--- src/rtl/ptt_pkg.sv ---
package ptt_pkg;
  localparam int REG_W    = 8;
  localparam int N_W      = 4;
  localparam int M_W      = 3;
  localparam int ADDR_W   = 1;
  localparam int FLAG_BIT = 7;
  localparam logic [ADDR_W-1:0] CTRL_ADDR = 1'b0;
  localparam logic [ADDR_W-1:0] FLAG_ADDR = 1'b1;

  typedef struct packed {
    logic [M_W-1:0] m;
    logic [N_W-1:0] n;
  } ctrl_t;
endpackage

--- src/rtl/ptt_prescaler.sv ---
module ptt_prescaler #(
  parameter int BASE_EXP = 9,
  parameter int M_W      = 3
) (
  input  logic           clk_i,
  input  logic           rst_ni,
  input  logic           restart_i,
  input  logic [M_W-1:0] m_i,
  output logic           tick_o
);
  localparam int PRE_W = BASE_EXP + (2**M_W) - 1;

  logic [PRE_W-1:0] cnt_q;
  logic [PRE_W-1:0] mask;

  always_comb begin
    mask = '0;
    for (int i = 0; i < PRE_W; i++)
      if (i < int'(m_i) + BASE_EXP) mask[i] = 1'b1;
  end

  assign tick_o = (m_i != '0) && ((cnt_q & mask) == mask);

  always_ff @(posedge clk_i or negedge rst_ni) begin
    if (!rst_ni)                        cnt_q <= '0;
    else if (restart_i || m_i == '0)    cnt_q <= '0;
    else                                cnt_q <= cnt_q + 1'b1;
  end
endmodule

--- src/rtl/ptt_divider.sv ---
module ptt_divider #(
  parameter int N_W = 4
) (
  input  logic           clk_i,
  input  logic           rst_ni,
  input  logic           restart_i,
  input  logic           tick_i,
  input  logic [N_W-1:0] limit_i,
  output logic           expire_o
);
  logic [N_W-1:0] cnt_q;

  assign expire_o = tick_i && (cnt_q == limit_i);

  always_ff @(posedge clk_i or negedge rst_ni) begin
    if (!rst_ni)        cnt_q <= '0;
    else if (restart_i) cnt_q <= '0;
    else if (tick_i)    cnt_q <= (cnt_q == limit_i) ? '0 : cnt_q + 1'b1;
  end
endmodule

--- src/rtl/ptt_sticky_flag.sv ---
module ptt_sticky_flag (
  input  logic clk_i,
  input  logic rst_ni,
  input  logic set_i,
  input  logic clr_i,
  output logic flag_o
);
  // set has priority over a coincident clear
  always_ff @(posedge clk_i or negedge rst_ni) begin
    if (!rst_ni)    flag_o <= 1'b0;
    else if (set_i) flag_o <= 1'b1;
    else if (clr_i) flag_o <= 1'b0;
  end
endmodule

--- src/rtl/periodic_tick_timer.sv ---
module periodic_tick_timer #(
  parameter int BASE_EXP = 9
) (
  input  logic                       clk_i,
  input  logic                       rst_ni,
  input  logic [ptt_pkg::ADDR_W-1:0] addr_i,
  input  logic                       wr_en_i,
  input  logic [ptt_pkg::REG_W-1:0]  wdata_i,
  input  logic                       rd_en_i,
  output logic [ptt_pkg::REG_W-1:0]  rdata_o,
  output logic                       irq_o
);
  import ptt_pkg::*;

  ctrl_t          ctrl_q;
  logic [M_W-1:0] ctrl_m_w;
  logic           ctrl_wr;
  logic           flag_clr;
  logic           tick_w;
  logic           expire_w;
  logic           flag_w;
  logic [REG_W-1:0] rd_mux;

  assign ctrl_wr  = wr_en_i && (addr_i == CTRL_ADDR);
  assign flag_clr = wr_en_i && (addr_i == FLAG_ADDR) && wdata_i[FLAG_BIT];
  assign ctrl_m_w = ctrl_q.m;

  always_ff @(posedge clk_i or negedge rst_ni) begin
    if (!rst_ni)      ctrl_q <= '0;
    else if (ctrl_wr) ctrl_q <= ctrl_t'(wdata_i[M_W+N_W-1:0]);
  end

  ptt_prescaler #(.BASE_EXP(BASE_EXP), .M_W(M_W)) u_pre (
    .clk_i, .rst_ni, .restart_i(ctrl_wr), .m_i(ctrl_q.m), .tick_o(tick_w)
  );

  ptt_divider #(.N_W(N_W)) u_div (
    .clk_i, .rst_ni, .restart_i(ctrl_wr), .tick_i(tick_w),
    .limit_i(ctrl_q.n), .expire_o(expire_w)
  );

  ptt_sticky_flag u_flag (
    .clk_i, .rst_ni, .set_i(expire_w), .clr_i(flag_clr), .flag_o(flag_w)
  );

  always_comb begin
    rd_mux = '0;
    if (addr_i == CTRL_ADDR) rd_mux[M_W+N_W-1:0] = ctrl_q;
    else                     rd_mux[FLAG_BIT]    = flag_w;
  end

  always_ff @(posedge clk_i or negedge rst_ni) begin
    if (!rst_ni) rdata_o <= '0;
    else         rdata_o <= rd_en_i ? rd_mux : '0;
  end

  assign irq_o = flag_w;
endmodule

--- config.mk ---
export PLATFORM = sky130hd
export DESIGN_NAME = periodic_tick_timer
export DESIGN_NICKNAME = d
export VERILOG_FILES = /design/src/rtl/ptt_pkg.sv /design/src/rtl/ptt_prescaler.sv /design/src/rtl/ptt_divider.sv /design/src/rtl/ptt_sticky_flag.sv /design/src/rtl/periodic_tick_timer.sv
export SDC_FILE = /design/constraint.sdc
export NUM_CORES = 1
export LEC_CHECK = 0
export BUFFER_PORTS_ARGS = -buffer_cell sky130_fd_sc_hd__clkbuf_2
export CORE_ASPECT_RATIO = 0.75
export CORE_UTILIZATION = 57
export CTS_CLUSTER_DIAMETER = 120
export CTS_CLUSTER_SIZE = 40
export DETAILED_ROUTE_END_ITERATION = 8
export PLACE_DENSITY_LB_ADDON = 0.08
export SLEW_MARGIN = 20
export SYNTH_ARGS = -nofsm -noshare
export SYNTH_HDL_FRONTEND = slang
export SYNTH_SLANG_ARGS = --single-unit
--- constraint.sdc ---
create_clock -name clk_i -period 2.7 [get_ports clk_i]
set_input_delay 0.135 -clock clk_i [delete_from_list [all_inputs] [get_ports clk_i]]
set_output_delay 0.135 -clock clk_i [all_outputs]
set_load 0.02 [all_outputs]
==> impl_metrics.tcl, run 1 <==
set metrics [dict create \
    outcome "complete, no violations" \
    fin_crit_sh_pct 89.81 \
    final_core_util_pct 70.34 \
    pwr-share-seq_pct 48.1 \
    pre_cts_ws_ns 0.3137 \
    wl_met3_um 218 \
    fmax_mhz 412.4 \
    setup_violations 0 \
    syn-cell-area_um2 1871 \
    final_common_cell "dfrtp_1" \
    core-area_um2 3020 \
    start_util_pct 61.93 \
    worst_ir_drop_vdd_mv 0.4525 \
    critPathSlowestCell "dfrtp_1" \
    synth-simple-area-share_pct 24.75 \
    cp_max_fo 8 \
    setup.worst_path.end_class "register" \
    rows 17 \
    tns_ns 0 \
    insertion_delay_ns 0.29 \
    wl_met1_um 1746 \
    cts_sinks 36 \
    synthFlopType "dfrtp_1" \
    die_area_um2 3517 \
    io-pin-count 22 \
    arrival_ns 2.60 \
    avgRoutedWirePerCell_um 14.55 \
    synth-edff-count 0 \
    die_h_um 51.61 \
    grt_pass1_wl_um 5899 \
    setup_slack_ns 0.2750 \
    drive_gt1_share_pct 21.74 \
    finalHoldViolCount 0 \
    drtAntennaViolNets 0 \
    synth_cells 180 \
    internal_power_w 0.0009315 \
    power.leakage_nw 1.011 \
    grt_usage_pct 23.80 \
    power_frac_clock_pct 36.1 \
    port_buffers 21 \
    final_cell_mix "36 x dfrtp_1, 26 x nor2_1, 21 x clkbuf_2, 13 x xor2_1, 12 x nand2_1" \
    synth-async-reset-ratio_pct 100.0 \
    total_power_w 0.001307 \
    antenna_found_initial 0 \
    clk_pin_slew_ns 0.07 \
    synth_seq_cells 36 \
    syn-mean-instance-area_um2 10.39 \
    yosysUniqueCellTypes 40 \
    path_buf_inv 0 \
    crit_chain "ha_1, ha_1, nor2_1, nand4_1, nor2_1, o221ai_2, o41ai_2, a21oi_1" \
    tightest_slew_ns 0.8827 \
    synth_fa_ha_area_share_pct 4.013 \
    n_antenna_cell 0 \
    swShare_pct 28.75 \
    cap_violations 0 \
    hp-class "input pin to register" \
    max_stage_delay_ns 0.46 \
    seq_area_frac_synth_pct 48.16 \
    min_period_ns 2.425 \
    first_global_vias 1240 \
    synth-xor-area-share_pct 7.960 \
    post_cts_buffers 0 \
    chipWidth_um 68.15 \
    route.vias.total 1374 \
    h-tree-depth 2 \
    synth_top_family_by_area "simple AND/OR/NAND/NOR gates" \
    dp_hpwl_um 2559 \
    power.switching_w 0.0003759 \
    wl_met2_um 1567 \
    ys_warn_count 0 \
    gp_routability_congestion 0.8466 \
    cp.required_ns 2.87 \
    pwr_density_cell_nw_per_um2 615.4 \
    cts_tree "yes" \
    start_kind "register" \
    first_pass_iters 4 \
    finClkSkew_ns 0.003439 \
    max_slew_margin_pct 41.16 \
    critPathTopFamily "compound AO/OA/AOI/OAI gates" \
    final-max-slew-violation-count 0 \
    vias_per_cell 5.608 \
    area_growth_pct 13.58 \
    drt_iter0_drc 101 \
    maxUsedRoutingLayer "met4" \
    crit_type "register to register" \
    cts_root_buf "clkbuf_8" \
    grt_max_degree 37 \
    combinationalPowerShare_pct 15.8 \
    synth_fp_nets 199 \
    rsz0062_at_grt "false" \
    synth.area.mux_share_pct 3.010 \
    cts_max_path_buffers 2 \
    cts_buffers 5 \
    nets 225 \
    synth_compound_area_share_pct 9.833 \
    grt-ovfl-total 0 \
    totalWireLength_um 3564 \
    drc 0 \
]
[cell families after synthesis]
| family | Yosys count |
|---|---|
| AO/OA/AOI/OAI | 24 |
| multiplexers | 5 |
| buffers and inverters | 8 |
| AND/OR/NAND/NOR | 84 |
| adder cells (fa/ha/maj) | 6 |
| XOR/XNOR | 17 |
| flip-flops | 36 |
[registers in the layout, indices dropped and copies added (netlist names)]
| signal | cells |
|---|---|
| u_pre.cnt_q | 16 |
| ctrl_q | 4 |
| u_flag.flag_o | 1 |
| ctrl_m_w | 3 |
| rdata_o | 8 |
| u_div.cnt_q | 4 |
[path summary, 6_finish.rpt]
check / start / to / slack (ns) / cells past startpoint
min in group asynchronous: rst_ni / rdata_o[6] / 0.50 / 2
setup / recovery: ctrl_m_w[1] / u_div.cnt_q[2] / 0.28 / 8
hold / removal: wdata_i[4] / ctrl_m_w[0] / 0.06 / 3
hold reg to reg: u_flag.flag_o / u_flag.flag_o / 0.51 / 2
setup reg to reg: ctrl_m_w[1] / u_div.cnt_q[2] / 0.28 / 8
max in group asynchronous: rst_ni / ctrl_q[1] / 1.66 / 2
[worst min-delay path, cell delays in order]
cell	delay, ns
clkbuf_2	0.08
nand2_1	0.04
o21ai_0	0.07
[metrics by stage]
step           std cells  instance area [um2]  hold WS (ns)
3_5_place_dp         236                 2003        0.2947
4_1_cts              245                 2125       0.05225
3_3_place_gp         236                 2003        0.2745
6_report             245                 2125       0.05887
5_1_grt              245                 2125       0.06659
2_1_floorplan        180                 1871       -0.1606
[synth_stat cells, types with 4 or more instances]
cell	instances	area (um2)
xnor2_1	4	35.03
mux2_2	5	56.30
a21oi_1	9	45.04
xor2_1	13	113.9
nand2_1	12	45.04
dfrtp_1	36	900.9
nor2_1	26	97.59
inv_1	4	15.01
o21ai_0	4	20.02
nand3_1	9	45.04
nor2b_1	6	37.54
and2_1	8	50.05
nand4_1	8	50.05
ha_1	6	75.07
[final cells by class]
type / count / area, um2
Inverter: 4 / 15.01
Fill cell: 231 / 895.9
Clock buffer: 5 / 68.82
Sequential cell: 36 / 900.9
Tap cell: 38 / 47.55
Multi-Input combinational cell: 136 / 927.1
Clock inverter: 3 / 42.54
Timing Repair Buffer: 23 / 122.6
[per-layer routing]
metal | GRT usage [%] | vias to the layer above
met3 | 5.921 | 4
li1 | - | 676
met5 | 0 | -
met2 | 33.50 | 36
met4 | 10.42 | 0
met1 | 34.28 | 658
[power by group through the flow]
stage | logic, W | clock network [W] | registers [W]
4_1_cts | 0.000207 | 0.000484 | 0.000627
6_report | 0.000206 | 0.000473 | 0.000629
5_1_grt | 0.000236 | 0.000510 | 0.000636
3_5_place_dp | 0.000203 | 0 | 0.000637
2_1_floorplan | 0.000163 | 0 | 0.000624
3_3_place_gp | 0.000196 | 0 | 0.000633
[repair_timing]
| item | in CTS | in global routing |
|---|---|---|
| hold buffers | 1 | 0 |
| resized for setup | 0 | 0 |
| hold endpoints to repair | 36 | 0 |
(Power assumes the default switching activity.)
==> run 2, diff against run 1 <==
- SETUP_SLACK_MARGIN: not set -> 0.4
==> run 2 against run 1 <==
  * Maximum frequency up 11%
  * Routed wire length up 3.0%
  * Global-route usage about the same
  * Highest routed layer unchanged
==> impl_metrics.tcl, run 2 (synthesis results as in run 1) <==
set metrics [dict create \
    pre_cts_ws_ns 0.3137 \
    dp_hpwl_um 2559 \
    start_kind "register" \
    rsz0062_at_grt "false" \
    insertion_delay_ns 0.30 \
    min_period_ns 2.179 \
    chipWidth_um 68.15 \
    pwr_density_cell_nw_per_um2 615.3 \
    worst_ir_drop_vdd_mv 0.4589 \
    grt_max_degree 37 \
    largest_reg_flops 16 \
    r2r_slack_ns 0.52 \
    io-pin-count 22 \
    clk_pin_slew_ns 0.07 \
    setup_slack_ns 0.5207 \
    max_slew_margin_pct 41.06 \
    reg_top3 "u_pre.cnt_q x16, rdata_o x8" \
    gp_routability_congestion 0.8466 \
    cts_sinks 36 \
    grt_pass1_wl_um 5913 \
    h-tree-depth 2 \
    finalHoldViolCount 0 \
    area_growth_pct 16.32 \
    rows 17 \
    tns_ns 0 \
    setup.worst_path.end_class "register" \
    cp_max_fo 6 \
    nets 228 \
    tightest_slew_ns 0.8842 \
    drc 0 \
    antenna_found_initial 0 \
    drtAntennaViolNets 0 \
    whs_endpoint "ctrl_m_w[1]" \
    final_core_util_pct 72.04 \
    die_area_um2 3517 \
    drt_iter0_drc 109 \
    core-area_um2 3020 \
    holdPathStages 3 \
    min_from "wdata_i[5]" \
    route.vias.total 1414 \
    cap_violations 0 \
    start_util_pct 61.93 \
    setup_violations 0 \
    cts_tree "yes" \
    first_global_vias 1247 \
    cts_buffers 5 \
    reg2reg_to "u_div.cnt_q[2]" \
    final_cell_mix "35 x dfrtp_1, 24 x nor2_1, 21 x clkbuf_2, 13 x xor2_1, 12 x nand2_1" \
    grt_usage_pct 23.84 \
    avgRoutedWirePerCell_um 14.80 \
    die_h_um 51.61 \
    grt-ovfl-total 0 \
    arrival_ns 2.35 \
    n_antenna_cell 0 \
    finClkSkew_ns 0.003983 \
    r2r_cells 8 \
    power.leakage_nw 1.025 \
    holdWs_ns 0.05497 \
    r2r-start "ctrl_m_w[0]" \
    crit_type "register to register" \
    fmax_mhz 458.9 \
    placed_cells 236 \
    vias_per_cell 5.702 \
    totalWireLength_um 3670 \
    cp.required_ns 2.87 \
    first_pass_iters 4 \
    port_buffers 21 \
    hp-class "input pin to register" \
    cts_root_buf "clkbuf_8" \
    drive_gt1_share_pct 25.71 \
    fin_crit_sh_pct 80.71 \
    final-max-slew-violation-count 0 \
    outcome "complete, no violations" \
    final_common_cell "dfrtp_1" \
    cts_max_path_buffers 2 \
    top_register "u_pre.cnt_q" \
    layout.cells.non_filler 248 \
]
[run 2: worst max-delay path by stage]
stage / endpoint / start / depth (start not counted)
4_1_cts: u_div.cnt_q[2] / ctrl_m_w[1] / 8
2_1_floorplan: u_div.cnt_q[2] / ctrl_m_w[1] / 8
3_3_place_gp: u_div.cnt_q[2] / ctrl_m_w[1] / 8
6_report: u_div.cnt_q[2] / ctrl_m_w[0] / 8
5_1_grt: u_div.cnt_q[3] / ctrl_m_w[0] / 9
3_5_place_dp: u_div.cnt_q[2] / ctrl_m_w[1] / 8
[run 2: per-stage QoR]
stage	cell area [um2]	total power [W]
after floorplan	1871	0.0007869
after global placement	2003	0.0008289
after detailed placement	2003	0.0008403
after CTS	2133	0.001322
after global routing	2176	0.001407
final	2176	0.001339
[run 2: final cells by class]
| cell class | instances | area [um2] |
|---|---|---|
| well taps | 38 | 47.55 |
| inverters | 4 | 15.01 |
| repair buffers | 26 | 145.1 |
| flip-flops and latches | 36 | 902.1 |
| clock buffers | 5 | 68.82 |
| multi-input cells | 136 | 954.7 |
| clock inverters | 3 | 42.54 |
| fillers | 229 | 844.6 |
[run 2: repair_timing]
| action | CTS | global route |
|---|---|---|
| pin swaps | 0 | 4 |
| gates cloned | 0 | 0 |
| endpoints found under the hold margin | 36 | 0 |
| hold buffers | 1 | 0 |
| buffers inserted | 0 | 3 |
| setup endpoints to repair | 3 | 4 |
| gates resized for setup | 4 | 5 |
[run 2: report_power, final]
group          switching, W  leakage (nW)  total [W]  internal, W
Clock              0.000205        0.0541   0.000478     0.000273
Sequential        0.0000513         0.481   0.000630     0.000578
Combinational      0.000135         0.490   0.000231    0.0000966
[run 2: routing by layer]
| metal | up-vias | wire, um | global-route usage [%] |
|---|---|---|---|
| li1 | 687 | - | - |
| met3 | 7 | 214 | 5.921 |
| met4 | 0 | 51 | 10.42 |
| met1 | 675 | 1794 | 34.14 |
| met2 | 45 | 1610 | 33.82 |
| met5 | - | 0 | 0 |
[run 2: critical path: stages, from the launching register on]
cell,delay (ns)
dfrtp_1,0.42
ha_1,0.27
ha_4,0.21
and4b_2,0.33
a21oi_1,0.08
nor2_1,0.14
nand2_1,0.14
o41ai_2,0.37
a21oi_1,0.10
==> run 3, diff against run 2 <==
- ABC_AREA: not set -> 1
- CORE_UTILIZATION: 57 -> 52
- clock period: 2.7 -> 2 ns (I/O delays scaled with it)
==> run 3 against run 2 <==
  * Combinational power is 79% higher
  * Clock skew hardly changed
  * Area after synthesis increased by 3.2%
  * Utilization is 4.9 points lower
  * Largest cell class unchanged
  * Power is 36% higher
==> impl_metrics.tcl, run 3 <==
set metrics [dict create \
    first_pass_iters 4 \
    setup_slack_ns 0.1973 \
    yosysUniqueCellTypes 23 \
    cap_violations 0 \
    synth-edff-count 0 \
    final_common_cell "nand2_1" \
    rsz0062_at_grt "true" \
    synthFlopType "dfrtp_1" \
    tns_ns 0 \
    port_buffers 21 \
    cts_root_buf "clkbuf_8" \
    dpl_cell_area_um2 2126 \
    synthTopCellsByCount "60 x nand2_1, 37 x nor2_1, 36 x dfrtp_1, 27 x inv_1, 15 x nand3_1" \
    finalHoldViolCount 0 \
    drtAntennaViolNets 0 \
    reg_top3 "u_pre.cnt_q x16, rdata_o x8" \
    r2r_slack_ns 0.20 \
    largest_reg_flops 16 \
    setup_violations 0 \
    grt_max_degree 37 \
    syn-cell-area_um2 1931 \
    die_h_um 54.77 \
    synth-async-reset-ratio_pct 100.0 \
    synth_fp_nets 266 \
    yosys.area.top_type_share_pct 46.66 \
    route.vias.total 1620 \
    top_register "u_pre.cnt_q" \
    ys_warn_count 0 \
    die_area_um2 3963 \
    min_period_ns 1.803 \
    nets 301 \
    tightest_slew_ns 0.5401 \
    synth_top_cell_by_area "dfrtp_1" \
    start_kind "register" \
    area_growth_pct 18.99 \
    antenna_found_initial 0 \
    max_slew_margin_pct 63.72 \
    pre_cts_ws_ns 0.2361 \
    avgRoutedWirePerCell_um 11.67 \
    synth_area_leaders "dfrtp_1 47%, nand2_1 12%, nor2_1 7.2%, inv_1 5.2%, ha_1 3.9%" \
    dp_hpwl_um 2848 \
    seq_area_frac_synth_pct 46.66 \
    syn-mean-instance-area_um2 7.816 \
    arrival_ns 2.03 \
    crit_type "register to register" \
    drc 0 \
    fmax_mhz 554.7 \
    final_area_um2 2297 \
    drt_iter0_drc 92 \
    fin_crit_sh_pct 90.14 \
    path_buf_inv 0 \
    hp-class "input pin to register" \
    core-area_um2 3423 \
    power.leakage_nw 1.186 \
    first_global_vias 1389 \
    max_stage_delay_ns 0.42 \
    h-tree-depth 2 \
    n_antenna_cell 0 \
    grt_pass1_wl_um 6437 \
    clk_pin_slew_ns 0.07 \
    grt_usage_pct 22.40 \
    synth.most_common_cell "nand2_1" \
    worst_ir_drop_vdd_mv 0.4785 \
    cts_max_path_buffers 2 \
    totalWireLength_um 3886 \
    chipWidth_um 72.36 \
    cp_max_fo 5 \
    cts_buffers 5 \
    pwr_density_cell_nw_per_um2 794.7 \
    crit_chain "ha_2, ha_4, nor2_4, nand2_2, o21bai_1, nand2_1, nor2_2, nand3_2, nand2_2, nand2_1, nand2_1" \
    cts_tree "yes" \
    cts_sinks 36 \
    setup.worst_path.end_class "register" \
    grt-ovfl-total 0 \
    final_cell_mix "59 x nand2_1, 37 x nor2_1, 36 x dfrtp_1, 26 x inv_1, 21 x clkbuf_2" \
    gp_routability_congestion 0.8825 \
    critPathTopFamily "simple AND/OR/NAND/NOR gates" \
    outcome "complete, no violations" \
    critPathSlowestCell "dfrtp_1" \
    start_util_pct 56.40 \
    synth_seq_cells 36 \
    finClkSkew_ns 0.004445 \
    vias_per_cell 4.865 \
    final-max-slew-violation-count 0 \
    crit_top_cell "nand2_1" \
    insertion_delay_ns 0.29 \
    holdWs_ns 0.01544 \
    drive_gt1_share_pct 22.61 \
    cp.required_ns 2.23 \
    io-pin-count 22 \
    synth_cells 247 \
    rows 18 \
]
run 3: changes by cell type after synthesis, moves of 7 or more:
cell / before / now
nor3_1: 2 / 10
and2_1: 8 / 0
inv_1: 4 / 27
xor2_1: 13 / 5
o21ai_0: 4 / 11
nand2_1: 12 / 60
nor2_1: 26 / 37
run 3: worst reg2reg max path: cells and delay by family (launching register included):
kind / cells / cell delay (ns)
flip-flops: 1 / 0.42
AND/OR/NAND/NOR: 8 / 0.75
AO/OA/AOI/OAI: 1 / 0.12
adder cells (fa/ha/maj): 2 / 0.46
run 3: stage by stage:
stage	cells	power, W	util [%]
floorplan	247	0.001176	-
global placement	318	0.001286	62.10
detailed placement	318	0.001286	62.10
CTS	329	0.001825	65.61
global route	333	0.001954	67.11
finish	333	0.001826	67.11
run 3: cell families (layout without fill, tap and decap cells):
family / count (synthesis) / in the layout / share of synthesized area, %
simple gates: 142 / 142 / 33.57
flops: 36 / 36 / 46.66
buf+inv: 35 / 71 / 6.805
compound gates: 20 / 20 / 5.444
xor+xnor: 8 / 8 / 3.629
fa+ha+maj: 6 / 6 / 3.888
run 3: area by class of cell:
class                   count  area, um2
repair buffers             30      175.2
well taps                  50      62.56
inverters                  33      123.9
multi-input cells         176      942.2
clock buffers               6      82.58
flip-flops and latches     36      900.9
fillers                   314       1126
clock inverters             2      10.01
run 3: routing by layer:
metal | up-vias | part of all wire (%) | track usage [%]
li1 | 853 | - | -
met1 | 722 | 53 | 34.19
met2 | 40 | 40 | 30.37
met3 | 5 | 5.8 | 6.077
met4 | 0 | 0.87 | 6.863
met5 | - | 0 | 0
run 3: final timing paths:
kind,start,endpoint,cells after the start
hold reg to reg,u_pre.cnt_q[0],u_pre.cnt_q[0],1
min in group asynchronous,rst_ni,u_pre.cnt_q[2],3
max in group asynchronous,rst_ni,ctrl_q[0],3
setup reg to reg,ctrl_m_w[0],u_div.cnt_q[0],11
hold / removal,wdata_i[3],ctrl_q[3],3
setup / recovery,ctrl_m_w[0],u_div.cnt_q[0],11
run 3: power breakdown:
group | switching [W] | internal [W] | leakage (nW)
logic | 0.000236 | 0.000177 | 0.653
registers | 0.0000888 | 0.000802 | 0.481
clock network | 0.000247 | 0.000274 | 0.0510
run 3: repair_timing:
item | 4_1_cts | 5_1_grt
setup buffers | 2 | 4
hold buffers | 1 | 0
hold endpoints to repair | 36 | 0
setup endpoints to repair | 5 | 9
pin swaps | 1 | 7
gates resized for setup | 1 | 5
